### config.mk
export PLATFORM = sky130hd
export DESIGN_NAME = bat_xlate
export DESIGN_NICKNAME = d
export VERILOG_FILES = /design/src/rtl/bat_pkg.sv /design/src/rtl/bat_regs.sv /design/src/rtl/bat_pair_match.sv /design/src/rtl/bat_perm.sv /design/src/rtl/bat_xlate.sv
export SDC_FILE = /design/constraint.sdc
export NUM_CORES = 1
export LEC_CHECK = 0
export BUFFER_PORTS_ARGS = -buffer_cell sky130_fd_sc_hd__buf_4
export CAP_MARGIN = 30
export CORE_MARGIN = 4
export CORE_UTILIZATION = 38
export CTS_CLUSTER_DIAMETER = 100
export CTS_CLUSTER_SIZE = 8
export DETAILED_ROUTE_END_ITERATION = 10
export SLEW_MARGIN = 30
export SYNTH_ARGS = -nofsm -noshare
export SYNTH_HDL_FRONTEND = slang
export SYNTH_SLANG_ARGS = --single-unit
### constraint.sdc
create_clock -name clk -period 6.4 [get_ports clk]
set_input_delay 0.32 -clock clk [delete_from_list [all_inputs] [get_ports clk]]
set_output_delay 0.32 -clock clk [all_outputs]
set_load 0.01 [all_outputs]
### src/rtl/bat_pkg.sv
package bat_pkg;

    localparam int BAT_AW = 32;

    typedef enum logic [1:0] {
        ACC_LOAD  = 2'd0,
        ACC_STORE = 2'd1,
        ACC_FETCH = 2'd2,
        ACC_ALT   = 2'd3
    } acc_kind_e;

    typedef enum logic [1:0] {
        PROT_NONE = 2'd0,
        PROT_RO_A = 2'd1,
        PROT_RW   = 2'd2,
        PROT_RO_B = 2'd3
    } prot_code_e;

endpackage

### src/rtl/bat_regs.sv
module bat_regs #(
    parameter int NUM_PAIRS = 4,
    parameter int ADDR_W    = 32,
    parameter int SEL_W     = $clog2(NUM_PAIRS)
) (
    input  logic              clk,
    input  logic              rst_n,
    input  logic              wr_en,
    input  logic [SEL_W-1:0]  wr_pair,
    input  logic              wr_hi,
    input  logic [ADDR_W-1:0] wr_data,
    output logic [ADDR_W-1:0] upper_o [NUM_PAIRS],
    output logic [ADDR_W-1:0] lower_o [NUM_PAIRS]
);

    logic [ADDR_W-1:0] upper_d [NUM_PAIRS];
    logic [ADDR_W-1:0] upper_q [NUM_PAIRS];
    logic [ADDR_W-1:0] lower_d [NUM_PAIRS];
    logic [ADDR_W-1:0] lower_q [NUM_PAIRS];

    always_comb begin
        for (int i = 0; i < NUM_PAIRS; i++) begin
            upper_d[i] = upper_q[i];
            lower_d[i] = lower_q[i];
            if (wr_en && (int'(wr_pair) == i)) begin
                if (wr_hi) begin
                    upper_d[i] = wr_data;
                end else begin
                    lower_d[i] = wr_data;
                end
            end
        end
    end

    always_ff @(posedge clk or negedge rst_n) begin
        if (!rst_n) begin
            for (int i = 0; i < NUM_PAIRS; i++) begin
                upper_q[i] <= '0;
                lower_q[i] <= '0;
            end
        end else begin
            for (int i = 0; i < NUM_PAIRS; i++) begin
                upper_q[i] <= upper_d[i];
                lower_q[i] <= lower_d[i];
            end
        end
    end

    always_comb begin
        for (int i = 0; i < NUM_PAIRS; i++) begin
            upper_o[i] = upper_q[i];
            lower_o[i] = lower_q[i];
        end
    end

endmodule

### src/rtl/bat_pair_match.sv
module bat_pair_match #(
    parameter int ADDR_W    = 32,
    parameter int MIN_SHIFT = 17,
    parameter int LEN_W     = 11
) (
    input  logic [ADDR_W-1:0] upper_i,
    input  logic [ADDR_W-1:0] lower_i,
    input  logic [ADDR_W-1:0] addr_i,
    input  logic              user_i,
    output logic              match_o,
    output logic [ADDR_W-1:0] ra_o,
    output logic [1:0]        pp_o
);

    localparam int LEN_LSB  = 2;
    localparam int SUP_BIT  = 1;
    localparam int USR_BIT  = 0;
    localparam int BASE_W   = ADDR_W - MIN_SHIFT;
    localparam logic [ADDR_W-1:0] LOW_MASK = ADDR_W'((64'd1 << MIN_SHIFT) - 64'd1);

    logic [ADDR_W-1:0] len_mask;
    logic [ADDR_W-1:0] eff_base;
    logic [ADDR_W-1:0] real_base;
    logic              enabled;

    always_comb begin
        len_mask  = (ADDR_W'(upper_i[LEN_LSB +: LEN_W]) << MIN_SHIFT) | LOW_MASK;
        eff_base  = {upper_i[ADDR_W-1 -: BASE_W], {MIN_SHIFT{1'b0}}};
        real_base = {lower_i[ADDR_W-1 -: BASE_W], {MIN_SHIFT{1'b0}}};
        enabled   = user_i ? upper_i[USR_BIT] : upper_i[SUP_BIT];
        match_o   = enabled && ((addr_i & ~len_mask) == eff_base);
        ra_o      = (addr_i & len_mask) | real_base;
        pp_o      = lower_i[1:0];
    end

endmodule

### src/rtl/bat_perm.sv
module bat_perm
    import bat_pkg::*;
(
    input  logic [1:0] pp_i,
    input  logic [1:0] acc_i,
    output logic       allow_o
);

    prot_code_e code;
    acc_kind_e  kind;

    always_comb begin
        code = prot_code_e'(pp_i);
        kind = acc_kind_e'(acc_i);
        unique case (code)
            PROT_NONE: allow_o = 1'b0;
            PROT_RW:   allow_o = 1'b1;
            PROT_RO_A,
            PROT_RO_B: allow_o = (kind != ACC_STORE);
            default:   allow_o = 1'b0;
        endcase
    end

endmodule

### src/rtl/bat_xlate.sv
module bat_xlate #(
    parameter int NUM_PAIRS = 4,
    parameter int ADDR_W    = bat_pkg::BAT_AW,
    parameter int MIN_SHIFT = 17,
    parameter int LEN_W     = 11,
    parameter int SEL_W     = $clog2(NUM_PAIRS)
) (
    input  logic              clk,
    input  logic              rst_n,
    input  logic              cfg_wr_en,
    input  logic [SEL_W-1:0]  cfg_wr_pair,
    input  logic              cfg_wr_hi,
    input  logic [ADDR_W-1:0] cfg_wr_data,
    input  logic              req_valid,
    input  logic              priv_user,
    input  logic [1:0]        req_acc,
    input  logic [ADDR_W-1:0] req_addr,
    output logic              rsp_valid,
    output logic              hit,
    output logic              miss,
    output logic              fault,
    output logic [ADDR_W-1:0] real_addr
);

    typedef struct packed {
        logic              vld;
        logic              hit;
        logic              miss;
        logic              fault;
        logic [ADDR_W-1:0] ra;
    } rsp_t;

    logic [ADDR_W-1:0] upper [NUM_PAIRS];
    logic [ADDR_W-1:0] lower [NUM_PAIRS];
    logic              pair_match [NUM_PAIRS];
    logic [ADDR_W-1:0] pair_ra    [NUM_PAIRS];
    logic [1:0]        pair_pp    [NUM_PAIRS];

    logic              any_match;
    logic [ADDR_W-1:0] sel_ra;
    logic [1:0]        sel_pp;
    logic              allowed;
    rsp_t              rsp_d;
    rsp_t              rsp_q;

    bat_regs #(
        .NUM_PAIRS (NUM_PAIRS),
        .ADDR_W    (ADDR_W),
        .SEL_W     (SEL_W)
    ) u_regs (
        .clk     (clk),
        .rst_n   (rst_n),
        .wr_en   (cfg_wr_en),
        .wr_pair (cfg_wr_pair),
        .wr_hi   (cfg_wr_hi),
        .wr_data (cfg_wr_data),
        .upper_o (upper),
        .lower_o (lower)
    );

    for (genvar g = 0; g < NUM_PAIRS; g++) begin : g_pair
        bat_pair_match #(
            .ADDR_W    (ADDR_W),
            .MIN_SHIFT (MIN_SHIFT),
            .LEN_W     (LEN_W)
        ) u_match (
            .upper_i (upper[g]),
            .lower_i (lower[g]),
            .addr_i  (req_addr),
            .user_i  (priv_user),
            .match_o (pair_match[g]),
            .ra_o    (pair_ra[g]),
            .pp_o    (pair_pp[g])
        );
    end

    // lowest index wins: scan downward so the last assignment is the lowest match
    always_comb begin
        any_match = 1'b0;
        sel_ra    = '0;
        sel_pp    = '0;
        for (int i = NUM_PAIRS - 1; i >= 0; i--) begin
            if (pair_match[i]) begin
                any_match = 1'b1;
                sel_ra    = pair_ra[i];
                sel_pp    = pair_pp[i];
            end
        end
    end

    bat_perm u_perm (
        .pp_i    (sel_pp),
        .acc_i   (req_acc),
        .allow_o (allowed)
    );

    always_comb begin
        rsp_d = '0;
        if (req_valid) begin
            rsp_d.vld = 1'b1;
            if (!any_match) begin
                rsp_d.miss = 1'b1;
            end else if (allowed) begin
                rsp_d.hit = 1'b1;
                rsp_d.ra  = sel_ra;
            end else begin
                rsp_d.fault = 1'b1;
            end
        end
    end

    always_ff @(posedge clk or negedge rst_n) begin
        if (!rst_n) begin
            rsp_q <= '0;
        end else begin
            rsp_q <= rsp_d;
        end
    end

    assign rsp_valid = rsp_q.vld;
    assign hit       = rsp_q.hit;
    assign miss      = rsp_q.miss;
    assign fault     = rsp_q.fault;
    assign real_addr = rsp_q.ra;

endmodule

Word-level counts from Yosys, hierarchy flattened. Index checks and enable logic that the tools add are counted.

Bits in registers: 292. Input port bits: 74. Output and inout port bits: 36. Word-level logic and storage cells: 84.

Equal/unequal tests: 11. Mux-type cells: 24. Bitwise logic cells: 17. Reductions and logical operators: 19.

Operators with widths (number): $mux W32 (5); $and A32 B28 Y32 (4); $and A32 B32 Y32 (4); $eq A32 B32 Y1 (4); $not A28 Y32 (4); $or A32 B32 Y32 (4); $mux W36 (1); $mux W33 (1); $reduce_and A2 Y1 (8); $mux W1 (12); $eq A2 B2 Y1 const B (4); $logic_and A1 B1 Y1 (8); $mux W2 (4); $eq A2 B1 Y1 const B (2); $logic_not A2 Y1 (2); $pmux W1 S3 (1); $ne A2 B1 Y1 const B (1); $reduce_or A2 Y1 (1); $not A1 Y1 (1).

Longest topological paths before layout. Gate-level depths: netlist of run 1.

Word-level depth: 14. Depth in mapped cells: 10.

Hierarchy. From an unflattened synthesis of run 1, not the netlist that was laid out.

Cell total of the unflattened synthesis: 994. Area total of the unflattened synthesis: 13533.0 um^2.

By module, submodules not included: bat_regs (instances 1, cells an instance 551, area each 9623.0 um^2, sequential area each 6406.1 um^2); bat_pair_match (instances 4, cells an instance 67, area each 530.5 um^2, sequential area each 0.0 um^2); bat_xlate (instances 1, cells an instance 172, area each 1774.2 um^2, sequential area each 900.9 um^2); bat_perm (instances 1, cells an instance 3, area each 13.8 um^2, sequential area each 0.0 um^2).

Least setup slack after synthesis of run 1. Ideal clock, no wire load.

Kind: register to register. Start: reg u_regs.upper_q, in the netlist u_regs.upper_o[44]. End: reg rsp_q, in the netlist real_addr[20]. Library setup time: 0.069 ns. Arrival: 2.495 ns. Data required time: 6.331 ns. Setup slack: 3.836 ns. Stages on the path, launching flop included: 11. Cells stage by stage: dfrtp_1 > nor2b_1 > xnor2_1 > nand4_1 > or4_1 > buf_2 > mux2i_1 > o32ai_2 > mux2i_4 > buf_2 > and4_1.

RTL lines: from (decl) (line bat_regs.sv:17) `logic [ADDR_W-1:0] upper_q [NUM_PAIRS];`; from (signal, indexed assignment) (line bat_regs.sv:43) `upper_q[i] <= upper_d[i];`; to (signal assigned) (line bat_xlate.sv:116) `rsp_q <= rsp_d;`; to (decl) (line bat_xlate.sv:44) `rsp_t rsp_q;`.

==> results of run 1 <==
## area by class of cell
class                           count  area (um^2)  area share (%)
Timing Repair Buffer              134         1060            9.08
Inverter                            5         18.8           0.161
Multi-Input combinational cell    468         4020            34.4
Tap cell                          324          405            3.47
Sequential cell                   216         5410            46.2
Clock buffer                       31          776            6.64
## cells in the mapped netlist (all sizes together), types with 11 or more instances
library cell	n	area share [%]
a21oi	53	2.8
a22oi	11	0.87
and3	22	1.4
and4	11	1.0
clkbuf	23	0.91
dfrtp	216	57
mux2	177	21
nand2	14	0.55
nand4	12	0.79
nor2b	48	3.2
o221ai	11	1.0
xnor2	49	4.5
xor2	11	1.0
## metal layers
layer	track usage, %	wire length [um]	vias to the layer above
met5	0	0	-
met4	4.13	557	0
met3	3.38	1480	39
met2	27.0	10800	173
met1	25.3	11200	3196
li1	-	-	2844
## through the flow
| stage | hold WS [ns] | power [mW] |
|---|---|---|
| 2_1_floorplan | 0.0244 | 2.17 |
| 3_3_place_gp | 0.336 | 2.37 |
| 3_5_place_dp | 0.334 | 2.39 |
| 4_1_cts | 0.00118 | 3.78 |
| 5_1_grt | 0.00667 | 3.92 |
| 6_report | 0.0198 | 3.74 |
## path summary, 6_finish.rpt
check	startpoint	end	slack, ns	cells after the start
max reg2reg	u_regs.upper_o[35]	real_addr[19]	2.65	9
min	req_addr[3]	real_addr[3]	0.02	2
max	u_regs.upper_o[35]	real_addr[19]	2.65	9
max in group asynchronous	rst_n	u_regs.upper_o[31]	4.94	3
min reg2reg	u_regs.upper_o[64]	u_regs.upper_o[64]	0.50	1
min in group asynchronous	rst_n	u_regs.lower_o[91]	0.35	2
## power groups by stage
| stage | logic, mW | registers (mW) | clock network [mW] |
|---|---|---|---|
| 2_1_floorplan | 0.419 | 1.75 | 0 |
| 3_3_place_gp | 0.588 | 1.78 | 0 |
| 3_5_place_dp | 0.598 | 1.79 | 0 |
| 4_1_cts | 0.608 | 1.77 | 1.41 |
| 5_1_grt | 0.661 | 1.80 | 1.46 |
| 6_report | 0.598 | 1.77 | 1.37 |
## worst register-to-register path: cells and delay by family (launching register included)
kind / cells / cell delay, ns
AO/OA/AOI/OAI: 1 / 0.35
XOR/XNOR: 1 / 0.24
buffers and inverters: 1 / 0.26
flip-flops: 1 / 0.39
multiplexers: 2 / 0.82
AND/OR/NAND/NOR: 4 / 1.61
## logic make-up after synthesis
family | Yosys count | synth area share (%)
mux | 180 | 21.4
xor+xnor | 60 | 5.51
compound gates | 89 | 5.82
flops | 216 | 56.7
simple gates | 139 | 9.10
buf+inv | 36 | 1.48
## flip-flops by register name (all words and copies together), names as in the netlist
| signal | cells |
|---|---|
| fault | 1 |
| real_addr | 32 |
| u_regs.upper_o | 112 |
| miss | 1 |
| rsp_valid | 1 |
| hit | 1 |
| u_regs.lower_o | 68 |
## timing repair
action                     4_1_cts  5_1_grt
hold endpoints to repair        85        0
gates resized for setup          0        0
hold buffers                    13        0
setup endpoints to repair        0        0
==> impl_metrics.env, run 1 <==
export IMPL_run_status="finished, final reports clean"
export IMPL_timing_setup_critical_path_class="reg -> reg"
export IMPL_timing_critical_path_required_ns=6.87
export IMPL_buffers_added_on_ports=105
export IMPL_sequential_cell_fraction_of_total_power_pct=47.3
export IMPL_worst_slew_pin_transition_ns=1.02
export IMPL_num_rows=57
export IMPL_slew_limit_headroom_pct=32.3
export IMPL_count_of_non_filler_cells_in_the_finished_layout=1178
export IMPL_firstDrtPassIters=4
export IMPL_synthesis_area_um2=9530
export IMPL_most_common_layout_cells="dfrtp_1 (216), mux2_2 (177), buf_4 (117)"
export IMPL_cellPowerDensity_nw_per_um2=320
export IMPL_clock_insertion_delay_worst_skew_ns=0.55
export IMPL_synth_area_per_cell_um2=13.2
export IMPL_tritoncts_clock_tree="built"
export IMPL_synthesis_yosys_warnings=0
export IMPL_design_area_um2=11700
export IMPL_vias=6252
export IMPL_worst_setup_hold_path_clk_slew_ns=0.05
export IMPL_drive_gt1_share_pct=39.8
export IMPL_ios=110
export IMPL_synthCells=720
export IMPL_max_freq_ghz=0.267
export IMPL_numClockSinks=216
export IMPL_antenna_left=0
export IMPL_core_area_um2=24500
export IMPL_grt_max_degree=76
export IMPL_finalHoldViolations=0
export IMPL_hold_path_class="in -> reg"
export IMPL_finalSetupTns_ns=0
export IMPL_grt_antenna_before_repair=1
export IMPL_die_height_um=166
export IMPL_grt_pass1_wl_um=38400
export IMPL_synth_seq_cells=216
export IMPL_fin_nets=929
export IMPL_synthesis_nets=794
export IMPL_netSwitchingPower_mw=0.940
export IMPL_grt_pass1_vias=6543
export IMPL_cpMaxStageDelayCell="or4_1"
export IMPL_place_gp_congestion=0.757
export IMPL_setup_viol=0
export IMPL_netSwitchingFraction_pct=25.1
export IMPL_synth_yosys_seq_area_share_pct=56.7
export IMPL_die_area_um2=27700
export IMPL_grt_use_total_pct=17.4
export IMPL_detail_route_wirelength_um=24000
export IMPL_post_cts_repair_setup_buffers=0
export IMPL_synth_async_sr_flop_share_pct=100
export IMPL_timing_critical_path_slowest_cell_delay_ns=0.99
export IMPL_htree_depth=1
export IMPL_hpwl_um=15200
export IMPL_bufs_on_longest_clock_path=3
export IMPL_num_fill_cells=2234
export IMPL_global_route_overflow_total=0
export IMPL_top_flip_flop_cell_by_instance_count_after_synthesis="dfrtp_1"
export IMPL_cp_num_buf_inv=1
export IMPL_crit_path_end_kind="flip-flop"
export IMPL_synth_distinct_cells=37
export IMPL_power_clock_fraction_pct=36.6
export IMPL_detail_route_vias_per_cell=5.31
export IMPL_p_leak_nw=5.17
export IMPL_antenna_diode_count=0
export IMPL_power_ir_vdd_worst_mv=0.210
export IMPL_final_util_pct=47.8
export IMPL_comb_power_share_pct=16.0
export IMPL_detail_route_wl_per_cell_um=20.4
export IMPL_post_route_worst_setup_slack_ns=2.65
export IMPL_grt_setup_unrepaired="false"
export IMPL_cp_start_kind="flip-flop"
export IMPL_clock_tree_root_cell="clkbuf_16"
export IMPL_critPathMaxFanout=26
export IMPL_cell_family_contributing_the_most_delay_on_the_critical_path="simple AND/OR/NAND/NOR gates"
export IMPL_internal_power_mw=2.80
export IMPL_arrival_ns=4.22
export IMPL_drc=0
export IMPL_place_ws_ns=2.55
export IMPL_mostFrequentLayoutCell="dfrtp_1"
export IMPL_skew_ns=0.0236
export IMPL_number_of_enable_type_register_cells_in_the_synthesized_netlist=0
export IMPL_cp_cell_sequence="nor2b_1 -> xnor2_1 -> nand4_1 -> or4_1 -> mux2i_1 -> o32ai_2 -> mux2i_4 -> buf_8 -> and4_1"
export IMPL_placed_instance_area_um2=10800
export IMPL_initial_utilization_pct=39.0
export IMPL_cell_total_after_placement=1134
export IMPL_post_route_min_period_ns=3.75
export IMPL_final_max_slew_viols=0
export IMPL_die_width_um=166
export IMPL_numCtsBuffers=30
export IMPL_period_utilization_post_route_pct=58.6
export IMPL_flow_area_growth_from_synthesis_pct=22.7
export IMPL_maxCapViolCount=0
export IMPL_drt_iter0_markers=318
Power figures use the tool's default switching activity.
==> run 2, diff against run 1 <==
Clock period 6.4 ns to 3.9 ns, I/O delays scaled along.
==> run 2 against run 1 <==
  * Non-clock buffer count is 39 higher
  * Via count is 1.7% higher
  * Global-route usage is 0.099 points lower
  * First-iteration DRC count is 5.3% higher
  * Critical path depth is 1 lower
  * Largest cell class unchanged
  * Sequential share of layout area is 1.4 points lower
  * Worst setup slack worse by 1.7 ns
  * Core utilization is 1.5 points higher
  * Largest power group unchanged
  * Wire length is 0.10% lower
  * Count of clock-buffer cells in the layout stayed put
==> impl_metrics.env, run 2 (synthesis gave the netlist of run 1 again) <==
export IMPL_run_status="finished, final reports clean"
export IMPL_detailroute_wirelength_met3_um=1460
export IMPL_route_top_layer_used="met4"
export IMPL_critPathMaxFanout=17
export IMPL_cell_total_after_placement=1139
export IMPL_grt_setup_unrepaired="false"
export IMPL_skew_ns=0.00902
export IMPL_flow_area_growth_from_synthesis_pct=26.6
export IMPL_clock_insertion_delay_worst_skew_ns=0.53
export IMPL_critical_path_reg2reg_endpoint="real_addr[26]"
export IMPL_hold_path_end="real_addr[27]"
export IMPL_maxCapViolCount=0
export IMPL_grt_max_degree=110
export IMPL_setup_slack_reg_to_reg_ns=0.94
export IMPL_firstDrtPassIters=4
export IMPL_timing_critical_path_required_ns=4.30
export IMPL_antenna_diode_count=0
export IMPL_wl_met2_um=10900
export IMPL_power_ir_vdd_worst_mv=0.352
export IMPL_holdBufCountCts=47
export IMPL_most_common_layout_cells="dfrtp_1 (216), mux2_2 (177), buf_4 (124)"
export IMPL_tritoncts_clock_tree="built"
export IMPL_ios=110
export IMPL_hold_path_cell_count=4
export IMPL_detail_route_wirelength_um=24000
export IMPL_clock_tree_root_cell="clkbuf_16"
export IMPL_cp_start_kind="flip-flop"
export IMPL_slew_limit_headroom_pct=43.2
export IMPL_detail_route_wl_per_cell_um=19.7
export IMPL_numCtsBuffers=30
export IMPL_hpwl_um=15000
export IMPL_post_cts_repair_setup_buffers=0
export IMPL_htree_depth=1
export IMPL_place_gp_congestion=0.744
export IMPL_die_width_um=166
export IMPL_max_freq_ghz=0.337
export IMPL_post_cts_resize_count=0
export IMPL_setup_viol=0
export IMPL_global_route_overflow_total=0
export IMPL_finalSetupTns_ns=0
export IMPL_power_mw=6.15
export IMPL_finalHoldViolations=0
export IMPL_count_of_non_filler_cells_in_the_finished_layout=1217
export IMPL_numClockSinks=216
export IMPL_grt_use_total_pct=17.3
export IMPL_place_ws_ns=0.928
export IMPL_post_route_worst_setup_slack_ns=0.937
export IMPL_die_area_um2=27700
export IMPL_reg2reg_depth=8
export IMPL_period_utilization_post_route_pct=76.0
export IMPL_grt_antenna_before_repair=0
export IMPL_vias=6359
export IMPL_worst_setup_hold_path_clk_slew_ns=0.05
export IMPL_die_height_um=166
export IMPL_timing_setup_critical_path_class="reg -> reg"
export IMPL_mostFrequentLayoutCell="dfrtp_1"
export IMPL_core_area_um2=24500
export IMPL_largest_register_ff_count=112
export IMPL_buffers_added_on_ports=105
export IMPL_fin_nets=968
export IMPL_worstHoldStart="req_addr[27]"
export IMPL_arrival_ns=3.36
export IMPL_cellPowerDensity_nw_per_um2=510
export IMPL_drc=0
export IMPL_grt_pass1_vias=6612
export IMPL_grt_pass1_wl_um=38300
export IMPL_crit_path_end_kind="flip-flop"
export IMPL_drt_iter0_markers=335
export IMPL_final_max_slew_viols=0
export IMPL_bufs_on_longest_clock_path=3
export IMPL_num_rows=57
export IMPL_hold_path_class="in -> reg"
export IMPL_antenna_left=0
export IMPL_p_leak_nw=5.33
export IMPL_num_fill_cells=2182
export IMPL_worst_slew_pin_transition_ns=0.852
export IMPL_post_route_min_period_ns=2.96
export IMPL_detail_route_vias_per_cell=5.23
export IMPL_drive_gt1_share_pct=38.5
export IMPL_detail_route_wirelength_met1_um=11300
export IMPL_reg2reg_from="u_regs.upper_o[35]"
export IMPL_initial_utilization_pct=39.0
[run 2: how the worst max path moves through the flow]
stage | start | end | slack, ns | cells after the start
CTS | u_regs.upper_o[44] | real_addr[19] | 0.96 | 9
global placement | req_addr[18] | real_addr[19] | 0.95 | 10
floorplan | u_regs.upper_o[44] | real_addr[20] | 1.34 | 10
global route | u_regs.upper_o[35] | real_addr[26] | 0.70 | 9
finish | u_regs.upper_o[35] | real_addr[26] | 0.94 | 8
detailed placement | req_addr[18] | real_addr[19] | 0.93 | 10
[run 2: cell type report]
type	count	area (um^2)	area share (%)
sequential	216	5410	44.8
clock buffer	31	776	6.43
tap	324	405	3.36
inverter	5	18.8	0.156
multi-input combinational	468	4020	33.3
timing repair buffer	173	1440	11.9
[run 2: where the power goes]
part / leakage [nW] / switching, mW / internal (mW)
Clock: 0.382 / 0.867 / 1.37
Sequential: 2.66 / 0.241 / 2.66
Combinational: 2.29 / 0.427 / 0.584
Total: 5.33 / 1.54 / 4.61
[run 2: critical path: stages (launching register included)]
cell	delay, ns
dfrtp_1	0.39
nor2b_1	0.15
xnor2_1	0.24
nand4_1	0.22
or4_1	0.55
buf_4	0.26
nand2_1	0.55
o221ai_1	0.20
and4_1	0.26
[run 2: per-layer routing]
layer | vias to the layer above | global-route usage, %
met1 | 3232 | 25.1
met2 | 170 | 27.0
met5 | - | 0
li1 | 2925 | -
met4 | 0 | 3.24
met3 | 32 | 3.95
[run 2: per-stage QoR]
stage	cell area [um^2]	utilization [%]	hold slack, ns
4_1_cts	12100	49.3	0.196
5_1_grt	12100	49.3	0.243
6_report	12100	49.3	0.217
2_1_floorplan	9530	-	-0.101
3_3_place_gp	10800	44.2	0.323
3_5_place_dp	10800	44.2	0.313
==> run 3, diff against run 2 <==
Clock period 3.9 ns to 2.5 ns, I/O delays scaled along.
==> run 3 against run 2 <==
  * The flow now finishes with violations (negative setup slack)
  * Register-to-register slack lost 1.2 ns
  * Worst setup slack lost 1.2 ns
  * Wire length grew 6.0%
  * Final cell count grew 4.7%
  * Critical path type unchanged
  * Largest power group unchanged
==> impl_metrics.env, run 3 (synthesis gave the netlist of run 1 again) <==
export IMPL_run_status="finished with violations"
export IMPL_failing_checks="negative setup slack"
export IMPL_place_ws_ns=-0.298
export IMPL_numClockSinks=216
export IMPL_firstDrtPassIters=4
export IMPL_grt_max_degree=60
export IMPL_timing_critical_path_required_ns=2.95
export IMPL_hold_path_class="in -> async"
export IMPL_finalHoldViolations=0
export IMPL_antenna_left=0
export IMPL_critical_path_reg2reg_endpoint="real_addr[17]"
export IMPL_setup_slack_reg_to_reg_ns=-0.29
export IMPL_grt_pass1_wl_um=39400
export IMPL_flow_area_growth_from_synthesis_pct=32.4
export IMPL_reg2reg_from="u_regs.upper_o[35]"
export IMPL_reg2reg_depth=10
export IMPL_crit_path_end_kind="flip-flop"
export IMPL_power_mw=9.83
export IMPL_vias=6541
export IMPL_period_utilization_post_route_pct=112
export IMPL_clock_insertion_delay_worst_skew_ns=0.53
export IMPL_drt_iter0_markers=310
export IMPL_die_area_um2=27700
export IMPL_setup_viol=34
export IMPL_power_ir_vdd_worst_mv=0.456
export IMPL_detail_route_wl_per_cell_um=20.0
export IMPL_worst_setup_hold_path_clk_slew_ns=0.05
export IMPL_fin_nets=1025
export IMPL_arrival_ns=3.24
export IMPL_die_height_um=166
export IMPL_p_leak_nw=5.65
export IMPL_mostFrequentLayoutCell="dfrtp_1"
export IMPL_cp_start_kind="flip-flop"
export IMPL_grt_pass1_vias=6795
export IMPL_drive_gt1_share_pct=42.6
export IMPL_buffers_added_on_ports=105
export IMPL_critical_path_startpoint="u_regs.upper_o[35]"
export IMPL_tritoncts_clock_tree="built"
export IMPL_skew_ns=0.0119
export IMPL_grt_use_total_pct=17.8
export IMPL_post_route_min_period_ns=2.79
export IMPL_drc=0
export IMPL_num_fill_cells=2111
export IMPL_clock_tree_root_cell="clkbuf_16"
export IMPL_post_route_worst_setup_slack_ns=-0.292
export IMPL_critPathCapture="real_addr[17]"
export IMPL_worst_slew_pin_transition_ns=0.535
export IMPL_htree_depth=1
export IMPL_most_common_layout_cells="dfrtp_1 (216), mux2_2 (177), buf_4 (172)"
export IMPL_hpwl_um=16100
export IMPL_slew_limit_headroom_pct=64.3
export IMPL_largest_register_ff_count=112
export IMPL_maxCapViolCount=0
export IMPL_grt_antenna_before_repair=0
export IMPL_detail_route_wirelength_um=25500
export IMPL_max_freq_ghz=0.358
export IMPL_grt_setup_unrepaired="true"
export IMPL_global_route_overflow_total=0
export IMPL_critPathMaxFanout=9
export IMPL_numCtsBuffers=30
export IMPL_finalSetupTns_ns=-8.72
export IMPL_bufs_on_longest_clock_path=3
export IMPL_timing_setup_critical_path_class="reg -> reg"
export IMPL_initial_utilization_pct=39.0
export IMPL_final_max_slew_viols=0
export IMPL_die_width_um=166
export IMPL_cellPowerDensity_nw_per_um2=779
export IMPL_num_rows=57
export IMPL_place_gp_congestion=0.809
export IMPL_detail_route_vias_per_cell=5.13
export IMPL_core_area_um2=24500
export IMPL_antenna_diode_count=0
export IMPL_ios=110
## run 3: cell count changes in the layout (fill, tap and decap cells not counted), sizes merged
cell | previous run | this run
clkbuf | 31 | 33
buf | 126 | 181
## run 3: cell type report
cell class / count / area [um^2] / share of cell area [%]
Sequential cell: 216 / 5410 / 42.8
Multi-Input combinational cell: 468 / 4040 / 32.0
Timing Repair Buffer: 230 / 1980 / 15.7
Clock buffer: 31 / 776 / 6.15
Tap cell: 324 / 405 / 3.21
Inverter: 5 / 18.8 / 0.149
## run 3: repair_timing
action,4_1_cts,5_1_grt
resized for setup,1,3
hold buffers,47,0
setup buffers,1,2
hold endpoints to repair,388,0
setup endpoints to repair,34,34
pin swaps,3,4
gates cloned,0,3
## run 3: stage by stage
| step | hold slack [ns] | instances | util [%] | cell area [um^2] |
|---|---|---|---|---|
| finish | 0.118 | 1274 | 51.6 | 12600 |
| global placement | 0.0892 | 1190 | 46.0 | 11300 |
| global route | 0.145 | 1274 | 51.6 | 12600 |
| CTS | 0.120 | 1269 | 51.2 | 12500 |
| floorplan | -0.171 | 720 | - | 9540 |
| detailed placement | 0.0825 | 1190 | 46.0 | 11300 |
## run 3: worst min path at each step
| stage | cells after the start | start | to | slack [ns] |
|---|---|---|---|---|
| 2_1_floorplan | 0 | rst_n | fault | -0.17 |
| 3_3_place_gp | 1 | rst_n | u_regs.lower_o[23] | 0.09 |
| 3_5_place_dp | 1 | rst_n | u_regs.upper_o[8] | 0.08 |
| 4_1_cts | 2 | rst_n | u_regs.lower_o[23] | 0.12 |
| 5_1_grt | 2 | rst_n | u_regs.upper_o[23] | 0.15 |
| 6_report | 2 | rst_n | u_regs.upper_o[23] | 0.12 |
## run 3: critical path, cell delays in order (launching register included)
cell and delay, ns:
dfrtp_1 0.38, nor2b_2 0.17, xnor2_2 0.16, nand4_1 0.18, or4_4 0.52, mux2i_1 0.16
o32ai_2 0.36, mux2i_4 0.31, buf_12 0.15, buf_12 0.15, and4_1 0.19
## run 3: power by group
part	total [mW]	internal (mW)	switching, mW
Combinational	1.82	1.07	0.747
Clock	3.50	2.14	1.36
Sequential	4.51	4.15	0.364
## run 3: layer usage
metal	GRT usage (%)	vias to the layer above	part of all wire, %
met2	28.0	157	45
met4	4.34	0	2.7
met3	3.33	49	5.2
met5	0	-	0
li1	-	3043	-
met1	25.8	3292	47
